## config.mk

```make
export PLATFORM = sky130hd
export DESIGN_NAME = uart_bank_regs
export DESIGN_NICKNAME = d
export VERILOG_FILES = /design/src/rtl/uart_bank_pkg.sv /design/src/rtl/uart_bank_decode.sv /design/src/rtl/uart_bank_file.sv /design/src/rtl/uart_bank_regs.sv
export SDC_FILE = /design/constraint.sdc
export NUM_CORES = 1
export LEC_CHECK = 0
export CORE_MARGIN = 5
export CORE_UTILIZATION = 45
export DETAILED_ROUTE_END_ITERATION = 12
export PLACE_DENSITY_LB_ADDON = 0.1
export SLEW_MARGIN = 40
export SYNTH_ARGS = -nofsm -noshare
export SYNTH_HDL_FRONTEND = slang
export SYNTH_SLANG_ARGS = --single-unit
```

## constraint.sdc

```tcl
create_clock -name clk_i -period 6.2 [get_ports clk_i]
set_input_delay 1.24 -clock clk_i [delete_from_list [all_inputs] [get_ports clk_i]]
set_output_delay 1.24 -clock clk_i [all_outputs]
set_load 0.01 [all_outputs]
```

## src/rtl/uart_bank_pkg.sv

```systemverilog
package uart_bank_pkg;
  localparam int AW     = 3;
  localparam int BANK_W = 2;
  localparam int SLOT_W = 2;
  localparam int SLOTS  = 1 << SLOT_W;
  localparam int NBANK  = 3;             // banks with storage; bank 3 is empty
  localparam int NREG   = NBANK * SLOTS;
  localparam int ID_BANK = 2;
  localparam int ID_SLOT = 1;
  localparam logic [AW-1:0] OFF_FEAT = 3'd2;
  localparam logic [AW-1:0] OFF_LCR  = 3'd3;

  typedef struct packed {
    logic sel_lcr;
    logic sel_feat;
    logic sel_bank;
    logic uart_acc;
  } dec_t;
endpackage

```

## src/rtl/uart_bank_decode.sv

```systemverilog
module uart_bank_decode
  import uart_bank_pkg::*;
(
  input  logic [AW-1:0] addr_i,
  input  logic          wr_i,
  input  logic          rd_i,
  input  logic          win_i,
  output dec_t          dec_o
);
  always_comb begin
    dec_o.sel_lcr  = (addr_i == OFF_LCR);
    dec_o.sel_feat = win_i && (addr_i == OFF_FEAT);
    dec_o.sel_bank = win_i && addr_i[AW-1];
    dec_o.uart_acc = (wr_i || rd_i) &&
                     !(dec_o.sel_lcr || dec_o.sel_feat || dec_o.sel_bank);
  end
endmodule

```

## src/rtl/uart_bank_file.sv

```systemverilog
module uart_bank_file
  import uart_bank_pkg::*;
#(
  parameter int          DW    = 8,
  parameter logic [DW-1:0] HW_ID = 8'h01
) (
  input  logic                       clk_i,
  input  logic                       rst_ni,
  input  logic                       wr_i,
  input  logic [BANK_W-1:0]          bank_i,
  input  logic [SLOT_W-1:0]          slot_i,
  input  logic [DW-1:0]              wdata_i,
  output logic [NREG-1:0][DW-1:0]    regs_o,
  output logic [DW-1:0]              rdata_o
);
  localparam int IW = BANK_W + SLOT_W;

  logic [DW-1:0] mem_q [NREG];
  logic [IW-1:0] idx;

  assign idx = {bank_i, slot_i};

  for (genvar b = 0; b < NBANK; b++) begin : g_bank
    for (genvar s = 0; s < SLOTS; s++) begin : g_slot
      localparam int IDX = b * SLOTS + s;
      if (b == ID_BANK && s == ID_SLOT) begin : g_id
        assign mem_q[IDX] = HW_ID;
      end else begin : g_store
        always_ff @(posedge clk_i or negedge rst_ni) begin
          if (!rst_ni) mem_q[IDX] <= '0;
          else if (wr_i && idx == IW'(IDX)) mem_q[IDX] <= wdata_i;
        end
      end
    end
  end

  always_comb begin
    rdata_o = '0;
    for (int i = 0; i < NREG; i++) begin
      regs_o[i] = mem_q[i];
      if (idx == IW'(i)) rdata_o = mem_q[i];
    end
  end

  AST_EMPTY_BANK_HOLD: assert property (@(posedge clk_i) disable iff (!rst_ni)
    (wr_i && bank_i == BANK_W'(NBANK)) |=> $stable(regs_o));
endmodule

```

## src/rtl/uart_bank_regs.sv

```systemverilog
module uart_bank_regs
  import uart_bank_pkg::*;
#(
  parameter int            DW    = 8,
  parameter logic [DW-1:0] KEY   = 8'hBF,
  parameter logic [DW-1:0] HW_ID = 8'h01
) (
  input  logic          clk_i,
  input  logic          rst_ni,
  input  logic [AW-1:0] addr_i,
  input  logic          wr_i,
  input  logic          rd_i,
  input  logic [DW-1:0] wdata_i,
  output logic [DW-1:0] rdata_o,
  output logic          uart_acc_o,
  output logic [DW-1:0] lcr_o,
  output logic          enh_en_o,
  output logic [3:0]    flow_ctl_o,
  output logic [DW-1:0] xon1_o,
  output logic [DW-1:0] xon2_o,
  output logic [DW-1:0] xoff1_o,
  output logic [DW-1:0] xoff2_o,
  output logic [DW-1:0] rx_low_o,
  output logic [DW-1:0] rx_high_o,
  output logic [DW-1:0] rx_trig_o,
  output logic [DW-1:0] tx_thr_o,
  output logic [DW-1:0] enum_o,
  output logic [DW-1:0] aux0_o,
  output logic [DW-1:0] aux1_o
);
  logic [DW-1:0] lcr_q, feat_q, bank_rdata;
  logic [NREG-1:0][DW-1:0] regs;
  logic win;
  dec_t dec;

  assign win = (lcr_q == KEY);

  uart_bank_decode u_dec (
    .addr_i (addr_i),
    .wr_i   (wr_i),
    .rd_i   (rd_i),
    .win_i  (win),
    .dec_o  (dec)
  );

  always_ff @(posedge clk_i or negedge rst_ni) begin
    if (!rst_ni) begin
      lcr_q  <= '0;
      feat_q <= '0;
    end else if (wr_i) begin
      if (dec.sel_lcr)  lcr_q  <= wdata_i;
      if (dec.sel_feat) feat_q <= wdata_i;
    end
  end

  uart_bank_file #(.DW(DW), .HW_ID(HW_ID)) u_file (
    .clk_i   (clk_i),
    .rst_ni  (rst_ni),
    .wr_i    (wr_i && dec.sel_bank),
    .bank_i  (feat_q[DW-1 -: BANK_W]),
    .slot_i  (addr_i[SLOT_W-1:0]),
    .wdata_i (wdata_i),
    .regs_o  (regs),
    .rdata_o (bank_rdata)
  );

  always_comb begin
    rdata_o = '0;
    if (rd_i) begin
      if (dec.sel_lcr)       rdata_o = lcr_q;
      else if (dec.sel_feat) rdata_o = feat_q;
      else if (dec.sel_bank) rdata_o = bank_rdata;
    end
  end

  assign uart_acc_o = dec.uart_acc;
  assign lcr_o      = lcr_q;
  assign enh_en_o   = feat_q[4];
  assign flow_ctl_o = feat_q[3:0];
  assign xon1_o     = regs[0];
  assign xon2_o     = regs[1];
  assign xoff1_o    = regs[2];
  assign xoff2_o    = regs[3];
  assign rx_low_o   = regs[4];
  assign rx_high_o  = regs[5];
  assign rx_trig_o  = regs[6];
  assign tx_thr_o   = regs[7];
  assign enum_o     = regs[8];
  assign aux0_o     = regs[10];
  assign aux1_o     = regs[11];

  AST_LCR_STORE: assert property (@(posedge clk_i) disable iff (!rst_ni)
    (wr_i && addr_i == OFF_LCR) |=> (lcr_o == $past(wdata_i)));
  AST_FEAT_STORE: assert property (@(posedge clk_i) disable iff (!rst_ni)
    (wr_i && lcr_o == KEY && addr_i == OFF_FEAT) |=> ({feat_q[7:6], enh_en_o, flow_ctl_o} == {$past(wdata_i[7:6]), $past(wdata_i[4:0])}));
  AST_CLOSED_HOLD: assert property (@(posedge clk_i) disable iff (!rst_ni)
    (wr_i && lcr_o != KEY && addr_i != OFF_LCR) |=> ($stable(feat_q) && $stable(regs)));
  AST_ID_READ: assert property (@(posedge clk_i) disable iff (!rst_ni)
    (rd_i && lcr_o == KEY && feat_q[7:6] == 2'd2 && addr_i == 3'd5) |-> (rdata_o == HW_ID));
  AST_RD_IDLE: assert property (@(posedge clk_i) disable iff (!rst_ni)
    (!rd_i) |-> (rdata_o == '0));
endmodule

```

==> results.md <==
* Most frequently used flop master after synthesis: sky130_fd_sc_hd__dfrtp_1
* Initial Util at 0.460
* Leading post-synthesis cells by cell area: sky130_fd_sc_hd__dfrtp_1, sky130_fd_sc_hd__mux2_2, sky130_fd_sc_hd__mux2_1
* Dominant combinational cell family by area after synthesis: multiplexers
* Synth top cells by count: sky130_fd_sc_hd__dfrtp_1, sky130_fd_sc_hd__mux2_2, sky130_fd_sc_hd__o21ai_0, sky130_fd_sc_hd__clkbuf_1, sky130_fd_sc_hd__nand2_1
* Worst slack at placement at 1180 ps
* Max VDD drop at 0.000169 V
* Buffer depth of the longest clock path at 2
* DIE WIDTH at 121 um
* Final slew viol count at 0
* CP max FO at 45
* Number of nets still failing antenna checks after routing at 0
* Count of cell types in the netlist at 56
* Violation count after the first detailed-routing iteration at 280
* Worst hold path type: reg -> reg
* Largest area contributor in the synthesized netlist: sky130_fd_sc_hd__dfrtp_1
* Count of flip-flops with a built-in enable after synthesis at 0
* FP Rows at 40
* Clock transition time at the flip-flop clock pins of the worst setup and hold paths at 70 ps
* Maximum number of pins on one net before global-route repair at 55
* Sequential-to-total area share from yosys stat at 0.469
* Worst hold path stage count at 1
* Synth Area in Compound Gates at 0.126
* Hold wc startpoint: feat_q[5]
* Clk root buf: sky130_fd_sc_hd__clkbuf_16
* Post-CTS Setup Inserts at 0
* Outcome: completed
* Worst reg-to-reg setup slack at 3430 ps
* Post-route DRC violation count at 0
* CTS tree: built
* Leftover overflow at the end of global routing at 0
* IO Count at 125
* Async SR Flop Fraction at 1.00
* Total vias in the final route at 4,242
* Placer Congestion at 0.845
* Number of buffers inserted during clock tree synthesis at 9
* Setup WS post-layout at 1110 ps
* F_max at 197 MHz
* Post-route cell area at 0.00711 mm2
* Slew at the pin closest to its max-slew limit at 708 ps
* Synth Net Count at 475
* CTS resizes at 0
* Growth of design area from synthesis to finish at 28.2%
* Hold-fix buffers, CTS at 0
* Number of flip-flops and latches in the synthesized netlist at 104
* Setup Viol. Count Final at 0
* Leakage power of the design at 3.22 nW
* Height of the die at 121 um
* Post-Synth Adder-Cell Area at 0
* Antenna violations before repair at 0
* Ratio of total power to cell area at 209 mW/mm2
* Slowest cell on the critical path: sky130_fd_sc_hd__buf_4
* PnR Total Power at 1.49 mW
* Xor/xnor share of the synthesized area at 0
* Detailed-router iteration count before antenna repair at 6
* Most frequently used cell type in the post-synthesis netlist: sky130_fd_sc_hd__dfrtp_1
* Slowest cell delay on critical path at 520 ps
* Total length of routed wires at 15,700 um
* Number of nets in the finished design at 571
* Total die area at 0.0147 mm2
* Yosys warning count at 0
* Clk sink count at 104
* CP startpoint kind: primary input
* Instance area at placement at 0.00678 mm2
* First-pass GRT wire length at 25,000 um
* Final cycle utilization of the critical path at 0.820
* Mean number of vias per cell at 5.83
* DP HPWL at 11,200 um
* Setup TNS at 0 ps
* Required time worst endpoint at 4960 ps
* Post-synthesis instance area at 0.00555 mm2
* Clock latency on the worst-skew pair at 350 ps
* Final routed wire length divided by cell count at 21.6 um
* Placeable Area at 0.0121 mm2
* Quantity of I/O buffers inserted on ports at 124
* Share of cell area taken by muxes after synthesis at 0.236
* Max Cap Viol at 0
* Post-synth top area share at 0.469
* Capture instance of the worst register-to-register path: u_file.regs_o[66]
* Unrepaired setup endpoints after global routing: false
* H-tree depth at 3
* Startpoint of the most critical register-to-register path: lcr_o[6]
* Worst setup path category: in -> out
* Worst clock skew at 5.36 ps
* Data arrival time of the critical path at 3850 ps
* Crit path cell chain: buf_2, buf_4, nor2b_1, a22o_1, a221oi_1, a21boi_1, o21bai_1, clkdlybuf4s50_1
* Avg Cell Area, Syn at 12.1 um2
* Cells after Synth at 460
* Register-to-Register Path Depth at 5
* Fill cell total of the finished layout at 1,035
* Period minus WS final at 5090 ps
* Final number of hold-violating endpoints at 0
* Simple-gate area share of the yosys netlist at 0.122
* Critical Path End Type: output port
* Overall fraction of global-route tracks in use at 0.220
* Endpoint with the worst hold slack: feat_q[5]
* Antenna diode count at 0
* Share of layout cells above drive strength 1 at 0.243
* Via count of the first global-routing pass at 4,327
* Max-Slew Margin vs Limit at 0.528
per-layer routing:
| metal | share of wire | vias up | global-route usage |
|---|---|---|---|
| met3 | 0.065 | 20 | 0.0564 |
| met4 | 0.014 | 0 | 0.0595 |
| li1 | - | 1899 | - |
| met1 | 0.45 | 2155 | 0.294 |
| met5 | 0 | - | 0 |
| met2 | 0.48 | 168 | 0.355 |
cells by family after synthesis:
| family | count (synthesis) |
|---|---|
| mux | 118 |
| flops | 104 |
| compound gates | 98 |
| simple gates | 93 |
| buf+inv | 47 |
power breakdown:
part           internal (mW)  switching [mW]
sequential             0.691          0.0179
clock                  0.392           0.252
combinational         0.0615          0.0755
worst max-delay path: cells and delay by family:
kind	cells	cell delay, ps
compound gates	4	860
buf+inv	3	1430
simple gates	1	270
through the flow:
step / hold slack, ps / utilization / cells
after floorplan: 481 / - / 460
after global placement: 493 / 0.562 / 713
after detailed placement: 499 / 0.562 / 713
after CTS: 515 / 0.590 / 728
after global routing: 521 / 0.590 / 728
final: 512 / 0.590 / 728
how the worst max path moves through the flow:
| stage | slack, ps | end | startpoint | depth (start not counted) |
|---|---|---|---|---|
| floorplan | 2360 | rdata_o[6] | addr_i[1] | 6 |
| global placement | 1240 | rdata_o[0] | addr_i[0] | 8 |
| detailed placement | 1180 | rdata_o[0] | addr_i[0] | 8 |
| CTS | 1170 | rdata_o[0] | addr_i[0] | 8 |
| global route | 1000 | rdata_o[0] | addr_i[0] | 8 |
| finish | 1110 | rdata_o[0] | addr_i[0] | 8 |
cells in the final DEF (no fill, tap or decap), types with 6 or more instances in the layout:
| master | Yosys | final |
|---|---|---|
| sky130_fd_sc_hd__nand3_4 | 6 | 6 |
| sky130_fd_sc_hd__o21ai_0 | 21 | 21 |
| sky130_fd_sc_hd__nor2b_1 | 11 | 11 |
| sky130_fd_sc_hd__a21oi_1 | 7 | 7 |
| sky130_fd_sc_hd__a21o_1 | 6 | 6 |
| sky130_fd_sc_hd__o31ai_1 | 7 | 7 |
| sky130_fd_sc_hd__mux2_2 | 92 | 92 |
| sky130_fd_sc_hd__and2_1 | 11 | 11 |
| sky130_fd_sc_hd__clkbuf_16 | 0 | 9 |
| sky130_fd_sc_hd__nand2_1 | 16 | 16 |
| sky130_fd_sc_hd__o211a_1 | 6 | 6 |
| sky130_fd_sc_hd__clkdlybuf4s50_1 | 0 | 121 |
| sky130_fd_sc_hd__o22ai_1 | 8 | 8 |
| sky130_fd_sc_hd__dfrtp_1 | 104 | 104 |
| sky130_fd_sc_hd__nand3b_1 | 7 | 7 |
| sky130_fd_sc_hd__a221oi_1 | 10 | 10 |
| sky130_fd_sc_hd__mux2i_1 | 13 | 13 |
| sky130_fd_sc_hd__mux2_1 | 13 | 13 |
| sky130_fd_sc_hd__nor2_1 | 7 | 6 |
sequential cells by signal, indices dropped and copies added, names as in the netlist:
register / flops
u_file.regs_o: 88
feat_q: 8
lcr_o: 8
area by class of cell:
class	count	area, um2	area share
clock buffers	9	225	0.0317
clock inverters	6	109	0.0153
inverters	4	15.0	0.00211
multi-input cells	309	2690	0.379
flip-flops and latches	104	2600	0.366
well taps	168	210	0.0295
repair buffers	128	1260	0.177
(Power assumes the default switching activity.)
